File: src/rtl/clkdiv_pkg.sv
package clkdiv_pkg;

  typedef enum logic [1:0] {
    ENC_PLUS1 = 2'd0,
    ENC_ONEB  = 2'd1,
    ENC_POW2  = 2'd2,
    ENC_TABLE = 2'd3
  } enc_e;

  localparam int LUT_N  = 6;
  localparam int LUT_VW = 8;
  localparam int LUT_DW = 16;

  // Ordered value/divisor pairs; a zero divisor closes the list.
  localparam logic [LUT_VW-1:0] LUT_VAL [LUT_N] = '{8'd1, 8'd2, 8'd4, 8'd7, 8'd6, 8'd8};
  localparam logic [LUT_DW-1:0] LUT_DIV [LUT_N] = '{16'd3, 16'd5, 16'd6, 16'd0, 16'd9, 16'd4};

endpackage

File: src/rtl/clkdiv_regs.sv
module clkdiv_regs #(
  parameter int SHIFT = 4,
  parameter int WIDTH = 4
) (
  input  logic             clk_i,
  input  logic             rst_ni,
  input  logic             wr_en_i,
  input  logic [31:0]      wr_data_i,
  input  logic             hiword_i,
  output logic [31:0]      ctrl_o,
  output logic [WIDTH-1:0] field_nxt_o
);
  localparam int HALF = 16;

  logic [31:0]     ctrl_q;
  logic [31:0]     ctrl_d;
  logic [HALF-1:0] bit_en;
  logic [HALF-1:0] low_merge;

  assign bit_en    = wr_data_i[31:HALF];
  assign low_merge = (ctrl_q[HALF-1:0] & ~bit_en) | (wr_data_i[HALF-1:0] & bit_en);

  always_comb begin
    if (hiword_i) ctrl_d = {{HALF{1'b0}}, low_merge};
    else          ctrl_d = wr_data_i;
  end

  always_ff @(posedge clk_i or negedge rst_ni) begin
    if (!rst_ni)      ctrl_q <= '0;
    else if (wr_en_i) ctrl_q <= ctrl_d;
  end

  assign ctrl_o      = ctrl_q;
  assign field_nxt_o = ctrl_d[SHIFT +: WIDTH];
endmodule

File: src/rtl/clkdiv_decode.sv
module clkdiv_decode
  import clkdiv_pkg::*;
#(
  parameter int WIDTH = 4,
  parameter int DIVW  = 16
) (
  input  logic [WIDTH-1:0] field_i,
  input  logic [1:0]       mode_i,
  input  logic             allow_zero_i,
  output logic [DIVW-1:0]  div_o,
  output logic             valid_o
);
  logic [LUT_N-1:0] live;
  logic [LUT_N-1:0] hit;
  logic [DIVW-1:0]  lut_div;
  logic             lut_hit;
  enc_e             mode;

  assign mode = enc_e'(mode_i);

  always_comb begin
    logic run;
    run = 1'b1;
    for (int i = 0; i < LUT_N; i++) begin
      run     = run && (LUT_DIV[i] != '0);
      live[i] = run;
    end
  end

  for (genvar g = 0; g < LUT_N; g++) begin : g_lut
    assign hit[g] = live[g] && (32'(LUT_VAL[g]) == 32'(field_i));
  end

  always_comb begin
    lut_div = '0;
    lut_hit = 1'b0;
    for (int i = LUT_N - 1; i >= 0; i--) begin
      if (hit[i]) begin
        lut_hit = 1'b1;
        lut_div = DIVW'(LUT_DIV[i]);
      end
    end
  end

  always_comb begin
    div_o   = DIVW'(1);
    valid_o = 1'b1;
    unique case (mode)
      ENC_PLUS1: div_o = DIVW'(field_i) + DIVW'(1);
      ENC_ONEB: begin
        if (field_i == '0) begin
          div_o   = DIVW'(1);
          valid_o = allow_zero_i;
        end else begin
          div_o = DIVW'(field_i);
        end
      end
      ENC_POW2: div_o = DIVW'(1) << field_i;
      ENC_TABLE: begin
        div_o   = lut_div;
        valid_o = lut_hit;
      end
      default: valid_o = 1'b0;
    endcase
  end
endmodule

File: src/rtl/clkdiv_gen.sv
module clkdiv_gen #(
  parameter int DIVW = 16
) (
  input  logic            clk_i,
  input  logic            rst_ni,
  input  logic [DIVW-1:0] pend_i,
  output logic            clk_o,
  output logic [DIVW-1:0] div_o,
  output logic [DIVW-1:0] cnt_o,
  output logic            wrap_o
);
  logic [DIVW-1:0] cnt_q, cnt_d;
  logic [DIVW-1:0] act_q, act_d;
  logic            out_q, out_d;
  logic [DIVW:0]   half_d;
  logic            wrap;
  logic            bypass;

  assign wrap = (cnt_q == act_q - DIVW'(1));

  always_comb begin
    if (wrap) begin
      cnt_d = '0;
      act_d = pend_i;
    end else begin
      cnt_d = cnt_q + DIVW'(1);
      act_d = act_q;
    end
    half_d = ({1'b0, act_d} + (DIVW+1)'(1)) >> 1;
    out_d  = ({1'b0, cnt_d} < half_d);
  end

  always_ff @(posedge clk_i or negedge rst_ni) begin
    if (!rst_ni) begin
      cnt_q <= '0;
      act_q <= DIVW'(1);
      out_q <= 1'b0;
    end else begin
      cnt_q <= cnt_d;
      act_q <= act_d;
      out_q <= out_d;
    end
  end

  assign bypass = (act_q == DIVW'(1));
  assign clk_o  = bypass ? clk_i : out_q;
  assign div_o  = act_q;
  assign cnt_o  = cnt_q;
  assign wrap_o = wrap;
endmodule

File: src/rtl/clkdiv_top.sv
module clkdiv_top #(
  parameter int SHIFT = 4,
  parameter int WIDTH = 4,
  parameter int DIVW  = 16
) (
  input  logic            clk_i,
  input  logic            rst_ni,
  input  logic [1:0]      enc_mode_i,
  input  logic            allow_zero_i,
  input  logic            hiword_i,
  input  logic            wr_en_i,
  input  logic [31:0]     wr_data_i,
  output logic [31:0]     rd_data_o,
  output logic            clk_o,
  output logic [DIVW-1:0] div_o,
  output logic            err_o
);
  logic [WIDTH-1:0] field_nxt;
  logic [DIVW-1:0]  dec_div;
  logic             dec_valid;
  logic [DIVW-1:0]  pend_q;
  logic             err_q;
  logic [DIVW-1:0]  cnt;
  logic             wrap;

  clkdiv_regs #(.SHIFT(SHIFT), .WIDTH(WIDTH)) u_regs (
    .clk_i       (clk_i),
    .rst_ni      (rst_ni),
    .wr_en_i     (wr_en_i),
    .wr_data_i   (wr_data_i),
    .hiword_i    (hiword_i),
    .ctrl_o      (rd_data_o),
    .field_nxt_o (field_nxt)
  );

  clkdiv_decode #(.WIDTH(WIDTH), .DIVW(DIVW)) u_dec (
    .field_i      (field_nxt),
    .mode_i       (enc_mode_i),
    .allow_zero_i (allow_zero_i),
    .div_o        (dec_div),
    .valid_o      (dec_valid)
  );

  always_ff @(posedge clk_i or negedge rst_ni) begin
    if (!rst_ni) begin
      pend_q <= DIVW'(1);
      err_q  <= 1'b0;
    end else if (wr_en_i) begin
      if (dec_valid) pend_q <= dec_div;
      err_q <= ~dec_valid;
    end
  end

  clkdiv_gen #(.DIVW(DIVW)) u_gen (
    .clk_i  (clk_i),
    .rst_ni (rst_ni),
    .pend_i (pend_q),
    .clk_o  (clk_o),
    .div_o  (div_o),
    .cnt_o  (cnt),
    .wrap_o (wrap)
  );

  assign err_o = err_q;
endmodule

File: config.mk
export PLATFORM = sky130hd
export DESIGN_NAME = clkdiv_top
export DESIGN_NICKNAME = d
export VERILOG_FILES = /design/src/rtl/clkdiv_pkg.sv /design/src/rtl/clkdiv_regs.sv /design/src/rtl/clkdiv_decode.sv /design/src/rtl/clkdiv_gen.sv /design/src/rtl/clkdiv_top.sv
export SDC_FILE = /design/constraint.sdc
export NUM_CORES = 1
export LEC_CHECK = 0
export BUFFER_PORTS_ARGS = -buffer_cell sky130_fd_sc_hd__buf_2
export CORE_MARGIN = 2
export CORE_UTILIZATION = 48
export CTS_BUF_LIST = sky130_fd_sc_hd__clkbuf_4 sky130_fd_sc_hd__clkbuf_8
export CTS_CLUSTER_SIZE = 25
export DETAILED_ROUTE_END_ITERATION = 10
export MAX_ROUTING_LAYER = met4
export PLACE_DENSITY = 0.83
export SLEW_MARGIN = 20
export SYNTH_ARGS = -nofsm -noshare
export SYNTH_HDL_FRONTEND = slang
export SYNTH_SLANG_ARGS = --single-unit
File: constraint.sdc
create_clock -name clk_i -period 5.1 [get_ports clk_i]
set_clock_uncertainty 0.05 [all_clocks]
set_input_delay 0.51 -clock clk_i [delete_from_list [all_inputs] [get_ports clk_i]]
set_output_delay 0.51 -clock clk_i [all_outputs]
set_load 0.005 [all_outputs]
==> results of run 1 <==
[repair_timing]
action,CTS,global route
endpoints found under the setup margin,0,1
gates resized for setup,0,25
buffers inserted,0,3
[metal layers]
layer | share of wire, % | up-vias
li1 | - | 2122
met1 | 43 | 2156
met2 | 50 | 133
met3 | 5.1 | 31
met4 | 2.4 | 0
met5 | 0 | -
[worst max-delay path, delay by kind of cell (launching register included)]
kind            cells  cell delay (ps)
fa+ha+maj           2              540
compound gates      7             1010
flops               1              430
simple gates       10             2540
mux                 1               80
xor+xnor            1              150
[stage by stage]
stage,setup slack [ps],std cells
after global routing,-21.7,785
after floorplan,4.46,552
after global placement,281,764
after detailed placement,80.6,764
after CTS,10.7,782
final,229,785
[Yosys cell counts (3+ instances only)]
library cell,instances,area share [%]
and4_1,8,1.4
a31oi_1,5,0.61
and3_1,6,0.74
nor3_1,7,0.69
nand3_1,28,2.7
a21o_1,7,1.0
nor2_1,37,2.7
nor3b_1,3,0.44
nand3b_1,4,0.59
nor2b_1,4,0.49
mux2_2,25,5.5
dfrtp_1,80,39
nand2b_1,4,0.49
or3_1,4,0.49
nand4_1,10,1.2
a22oi_1,3,0.44
nor4_1,6,0.74
nand2_1,63,4.6
clkbuf_1,20,1.5
inv_1,30,2.2
ha_1,25,6.1
a21oi_1,11,1.1
xnor2_1,25,4.3
xor2_1,24,4.1
or4_1,4,0.59
mux2i_1,19,3.7
o21ai_0,54,5.3
[cell families (layout without fill, tap and decap cells)]
kind of cell | count (synthesis) | in the layout | share of synthesized area (%)
simple gates | 196 | 196 | 19.2
compound gates | 98 | 98 | 11.6
flops | 82 | 82 | 40.2
buf+inv | 58 | 155 | 5.15
xor+xnor | 49 | 49 | 8.41
mux | 44 | 44 | 9.24
fa+ha+maj | 25 | 25 | 6.13
[how the worst max path moves through the flow]
| stage | startpoint | end | slack, ps | depth (start not counted) |
|---|---|---|---|---|
| finish | u_gen.div_o[1]$_DFF_PN0_ | u_gen.out_q$_DFF_PN0_ | 230 | 21 |
| CTS | u_gen.div_o[1]$_DFF_PN0_ | u_gen.out_q$_DFF_PN0_ | 10 | 22 |
| global placement | u_gen.div_o[1]$_DFF_PN0_ | u_gen.out_q$_DFF_PN0_ | 280 | 23 |
| detailed placement | u_gen.div_o[1]$_DFF_PN0_ | u_gen.out_q$_DFF_PN0_ | 80 | 22 |
| floorplan | u_gen.div_o[4]$_DFF_PN0_ | u_gen.out_q$_DFF_PN0_ | 4 | 27 |
| global route | u_gen.div_o[1]$_DFF_PN0_ | u_gen.out_q$_DFF_PN0_ | -20 | 21 |
[where the power goes]
group	internal, mW	total (mW)	switching, mW
sequential	0.685	0.710	0.0244
combinational	0.0686	0.159	0.0904
clock	0.293	0.538	0.245
total	1.05	1.41	0.360
[cell type report]
cell class                 count  area [um2]  share of cell area [%]
clock inverter                 4        52.6                   0.867
multi-input combinational    412        2900                    47.8
timing repair buffer         106         584                    9.63
inverter                      30         113                    1.86
sequential                    82        2050                    33.9
clock buffer                  15         191                    3.16
tap                          136         170                    2.81
==> run metrics, run 1 <==
VDD IR-drop max 0.133 mV; io pins 89; Ys Warns 0; most used routing layer met2; Synth cell types 53; gpl congestion 0.940; initial antenna violation count 0; grt total ovfl 0; die area 0.0115 mm2; Util after Layout 58.7%; final-layout fill cell count 903; starting density of the core 49.4%; asr flop ratio synth 100%; crit-path max FO 6; Power Total between 1 and 1.5 mW; die width 107 um; register area share after synthesis roughly 40%; Pre-antenna DRT Iters 4; clock latency at the later pin of the worst-skew pair 470 ps; total leakage power around 2.9 nW; met3 usage 5.41%; remaining routing DRC violations 0; vias in the first global route 4513; die height between 100 and 150 um; CP cell instances or4_4, or4_1, or3_1, nand3_2, and4_4, nand2_1, o21ai_2, ha_2, nand3_2, nor2_4, and4_4, mux2i_1, xor2_1, ha_1, a21o_1, a21o_1, a21oi_1, o21ai_0, a31oi_1, o2111ai_1, nand2_1; post-route ant nets 0; CP required between 5000 and 6000 ps; clock period minus worst slack 4870 ps; r2r endpoint u_gen.out_q$_DFF_PN0_; synthesized area a little over 0.005 mm2; Reg2Reg Launch Point u_gen.div_o[1]$_DFF_PN0_; fraction of layout cells with a size suffix above 1 a little over a quarter; Synth-to-Final Area Change 18.8%; final WL between 10000 and 15000 um; Yosys reg bits 82; row count 37; Routed WL per cell approximately 17 um; largest net degree at the start of global routing 83; Post-synth EDFFs 0; syn nets 616; first-pass GRT wire length 21700 um; Post-Layout Inst Area 0.00606 mm2; Max transition margin 33.6%; type of the worst min-delay path in -> async; CTS tree yes; # diodes 0; highest-count cells in the layout ignoring fill and taps buf_2, dfrtp_1, nand2_1, o21ai_0, nor2_1; routing usage on met1 30.4%; worst slew pin tran 993 ps; core area 0.0103 mm2; setup TNS 0 ps; setup slack, reg-to-reg roughly 230 ps; dpl cell area 0.00570 mm2; Clock transition at path regs 80 ps; critical setup path kind reg -> reg; via count 4442; MaxCap Viol Count 0; gr usage total 25.1%; Max stage delay on crit path 570 ps; PD cells 232 mW/mm2; Final Max Slew Viols 0; CP Launch Type flop; most common cell after layout, fill and taps aside buf_2; status finished clean; Post-synth top flop dfrtp_1; Nets 709; Iter 0 DRT Violations between 200 and 300; port bufs 88; Fmax 205 MHz; Cells after Synth ~550; Final Setup Violations 0; Fin Hold WS approximately 23 ps; HPWL Detailed 9630 um; critical path's slowest cell or4_4; syn_area_per_cell 9.25 um2; Tcrit/Tclk final 95.5%; GRT met2 Usage 40.2%; arrival time worst endpoint 5230 ps; final hold violation count 0; Hold-fix buffers, CTS 0; reg2reg path depth 21; Setup crit end kind flop; drt via density 5.66
(Power assumes the default switching activity.)
==> inputs of run 2 (changes only) <==
--- a/config.mk
+++ b/config.mk
@@ -12,7 +12,7 @@
 export CTS_CLUSTER_SIZE = 25
 export DETAILED_ROUTE_END_ITERATION = 10
 export MAX_ROUTING_LAYER = met4
-export PLACE_DENSITY = 0.83
+export PLACE_DENSITY = 0.73
 export SLEW_MARGIN = 20
 export SYNTH_ARGS = -nofsm -noshare
 export SYNTH_HDL_FRONTEND = slang
==> run 2 against run 1 <==
Non-clock buffer count is the same. Global-route usage shrank 0.15 points. Clock power grew 2%. Clock-buffer cell count is the same. Die area is the same. Wire length shrank 0.22%. Cell count grew 0.13%. Utilization shrank 0.12 points. Setup slack lost 94 ps. Maximum frequency shrank 1.9%.
==> run metrics, run 2 (same netlist as run 1, synthesis figures left out) <==
# diodes 0; P_int 1.05 mW; via count 4407; CP Launch Type flop; Tcrit/Tclk final a little over nine tenths; total leakage power between 2 and 3 nW; remaining routing DRC violations 0; port bufs between 80 and 90; io pins 89; CP Capture Point u_gen.out_q$_DFF_PN0_; die area around 0.011 mm2; fraction of layout cells with a size suffix above 1 26.5%; Final Max Slew Viols 0; CTS tree yes; drt via density 5.61; first-pass GRT wire length ~22000 um; highest-count cells in the layout ignoring fill and taps buf_2, dfrtp_1, nand2_1, o21ai_0, nor2_1; Sequential Area 0.00206 mm2; worst slew pin tran 1060 ps; area of the multi-input gates 0.00288 mm2; setup slack, reg-to-reg 130 ps; Util after Layout 58.6%; Reg power frac 50.0%; vias in the first global route 4506; Fin Hold WS 21.6 ps; initial antenna violation count 0; Power Total 1.42 mW; Routed WL per cell 16.6 um; gpl congestion 0.891; starting density of the core roughly 50%; core area 0.0103 mm2; Sw Ratio 25.9%; CP required 5450 ps; Hold-fix buffers, CTS 0; MaxCap Viol Count 0; clock period minus worst slack 4970 ps; largest net degree at the start of global routing 83; Reg2Reg Launch Point u_gen.div_o[1]$_DFF_PN0_; status finished clean; Setup crit end kind flop; arrival time worst endpoint roughly 5300 ps; crit-path max FO 6; VDD IR-drop max around 0.15 mV; DP Worst Slack -8.49 ps; most common cell after layout, fill and taps aside buf_2; switching power around 0.37 mW; Comb power frac 11.1%; Fmax 201 MHz; final setup margin 134 ps; grt total ovfl 0; gr usage total 24.9%; Iter 0 DRT Violations 193; Final Setup Violations 0; reg2reg path depth 21; Synth-to-Final Area Change 18.6%; Clock Power Share 38.8%; row count 37; PD cells 235 mW/mm2; type of the worst min-delay path in -> async; post-route ant nets 0; Post-Layout Inst Area 0.00605 mm2; die width 107 um; final hold violation count 0; dpl cell area 0.00570 mm2; clock latency at the later pin of the worst-skew pair 460 ps; Nets 709; final-layout fill cell count approximately 900; HPWL Detailed 9700 um; r2r endpoint u_gen.out_q$_DFF_PN0_; final WL 13100 um; Pre-antenna DRT Iters 4; die height 107 um; Max transition margin around 29%; Clock transition at path regs 90 ps; critical setup path kind reg -> reg; CP Launch Point u_gen.div_o[1]$_DFF_PN0_
==> run 2: critical path, stage by stage, from the launching register on <==
cell       delay, ps
dfrtp_2          440
or4_4            580
or4_1            510
or3_1            380
nand3_2          120
and4_4           270
nand2_1           60
o21ai_1          120
ha_2             250
nand3_2          120
nor2_4           170
and4_4           260
mux2i_1           80
xor2_1           150
ha_1             300
a21o_1           170
a21o_1           170
a21oi_1          120
o21ai_0          130
a31oi_1          240
o2111ai_1        140
nand2_1           80
==> run 2: layer usage <==
layer / wire length, um / global-route usage, % / vias up
li1: - / - / 2122
met1: 5640 / 29.8 / 2152
met2: 6620 / 40.4 / 108
met3: 558 / 5.47 / 25
met4: 253 / 11.1 / 0
met5: 0 / - / -
==> run 2: repair_timing <==
action	in CTS	in global routing
setup buffers	0	3
gates resized for setup	3	17
setup endpoints to repair	1	1
pin swaps	0	7
hold endpoints to repair	0	0
==> run 2: metrics by stage <==
| stage | setup TNS, ps | instances |
|---|---|---|
| floorplan | 0 | 552 |
| global placement | 0 | 764 |
| detailed placement | -8.49 | 764 |
| CTS | 0 | 783 |
| global route | -14.7 | 786 |
| finish | 0 | 786 |
==> run 2: layout make-up <==
class                   instances  area share [%]
repair buffers                106            9.65
clock inverters                 5            1.03
inverters                      30            1.86
well taps                     136            2.81
flip-flops and latches         82            34.0
multi-input cells             412            47.5
clock buffers                  15            3.16
==> run 2: worst min-delay path by stage <==
stage                                          to  slack [ps]  cells after the start
floorplan                               async pin         160                      0
global placement                err_o$_DFFE_PN0P_         410                      1
detailed placement              err_o$_DFFE_PN0P_         420                      1
CTS                 u_regs.ctrl_o[20]$_DFFE_PN0P_         190                      3
global route             u_gen.div_o[3]$_DFF_PN0_          60                      1
finish                   u_gen.div_o[3]$_DFF_PN0_          20                      1
==> run 2: power groups by stage <==
stage | Clock, mW | Combinational (mW) | Sequential [mW]
2_1_floorplan | 0.000172 | 0.0787 | 0.719
3_3_place_gp | 0.000172 | 0.154 | 0.719
3_5_place_dp | 0.000172 | 0.159 | 0.721
4_1_cts | 0.563 | 0.159 | 0.709
5_1_grt | 0.598 | 0.178 | 0.716
6_report | 0.551 | 0.158 | 0.710
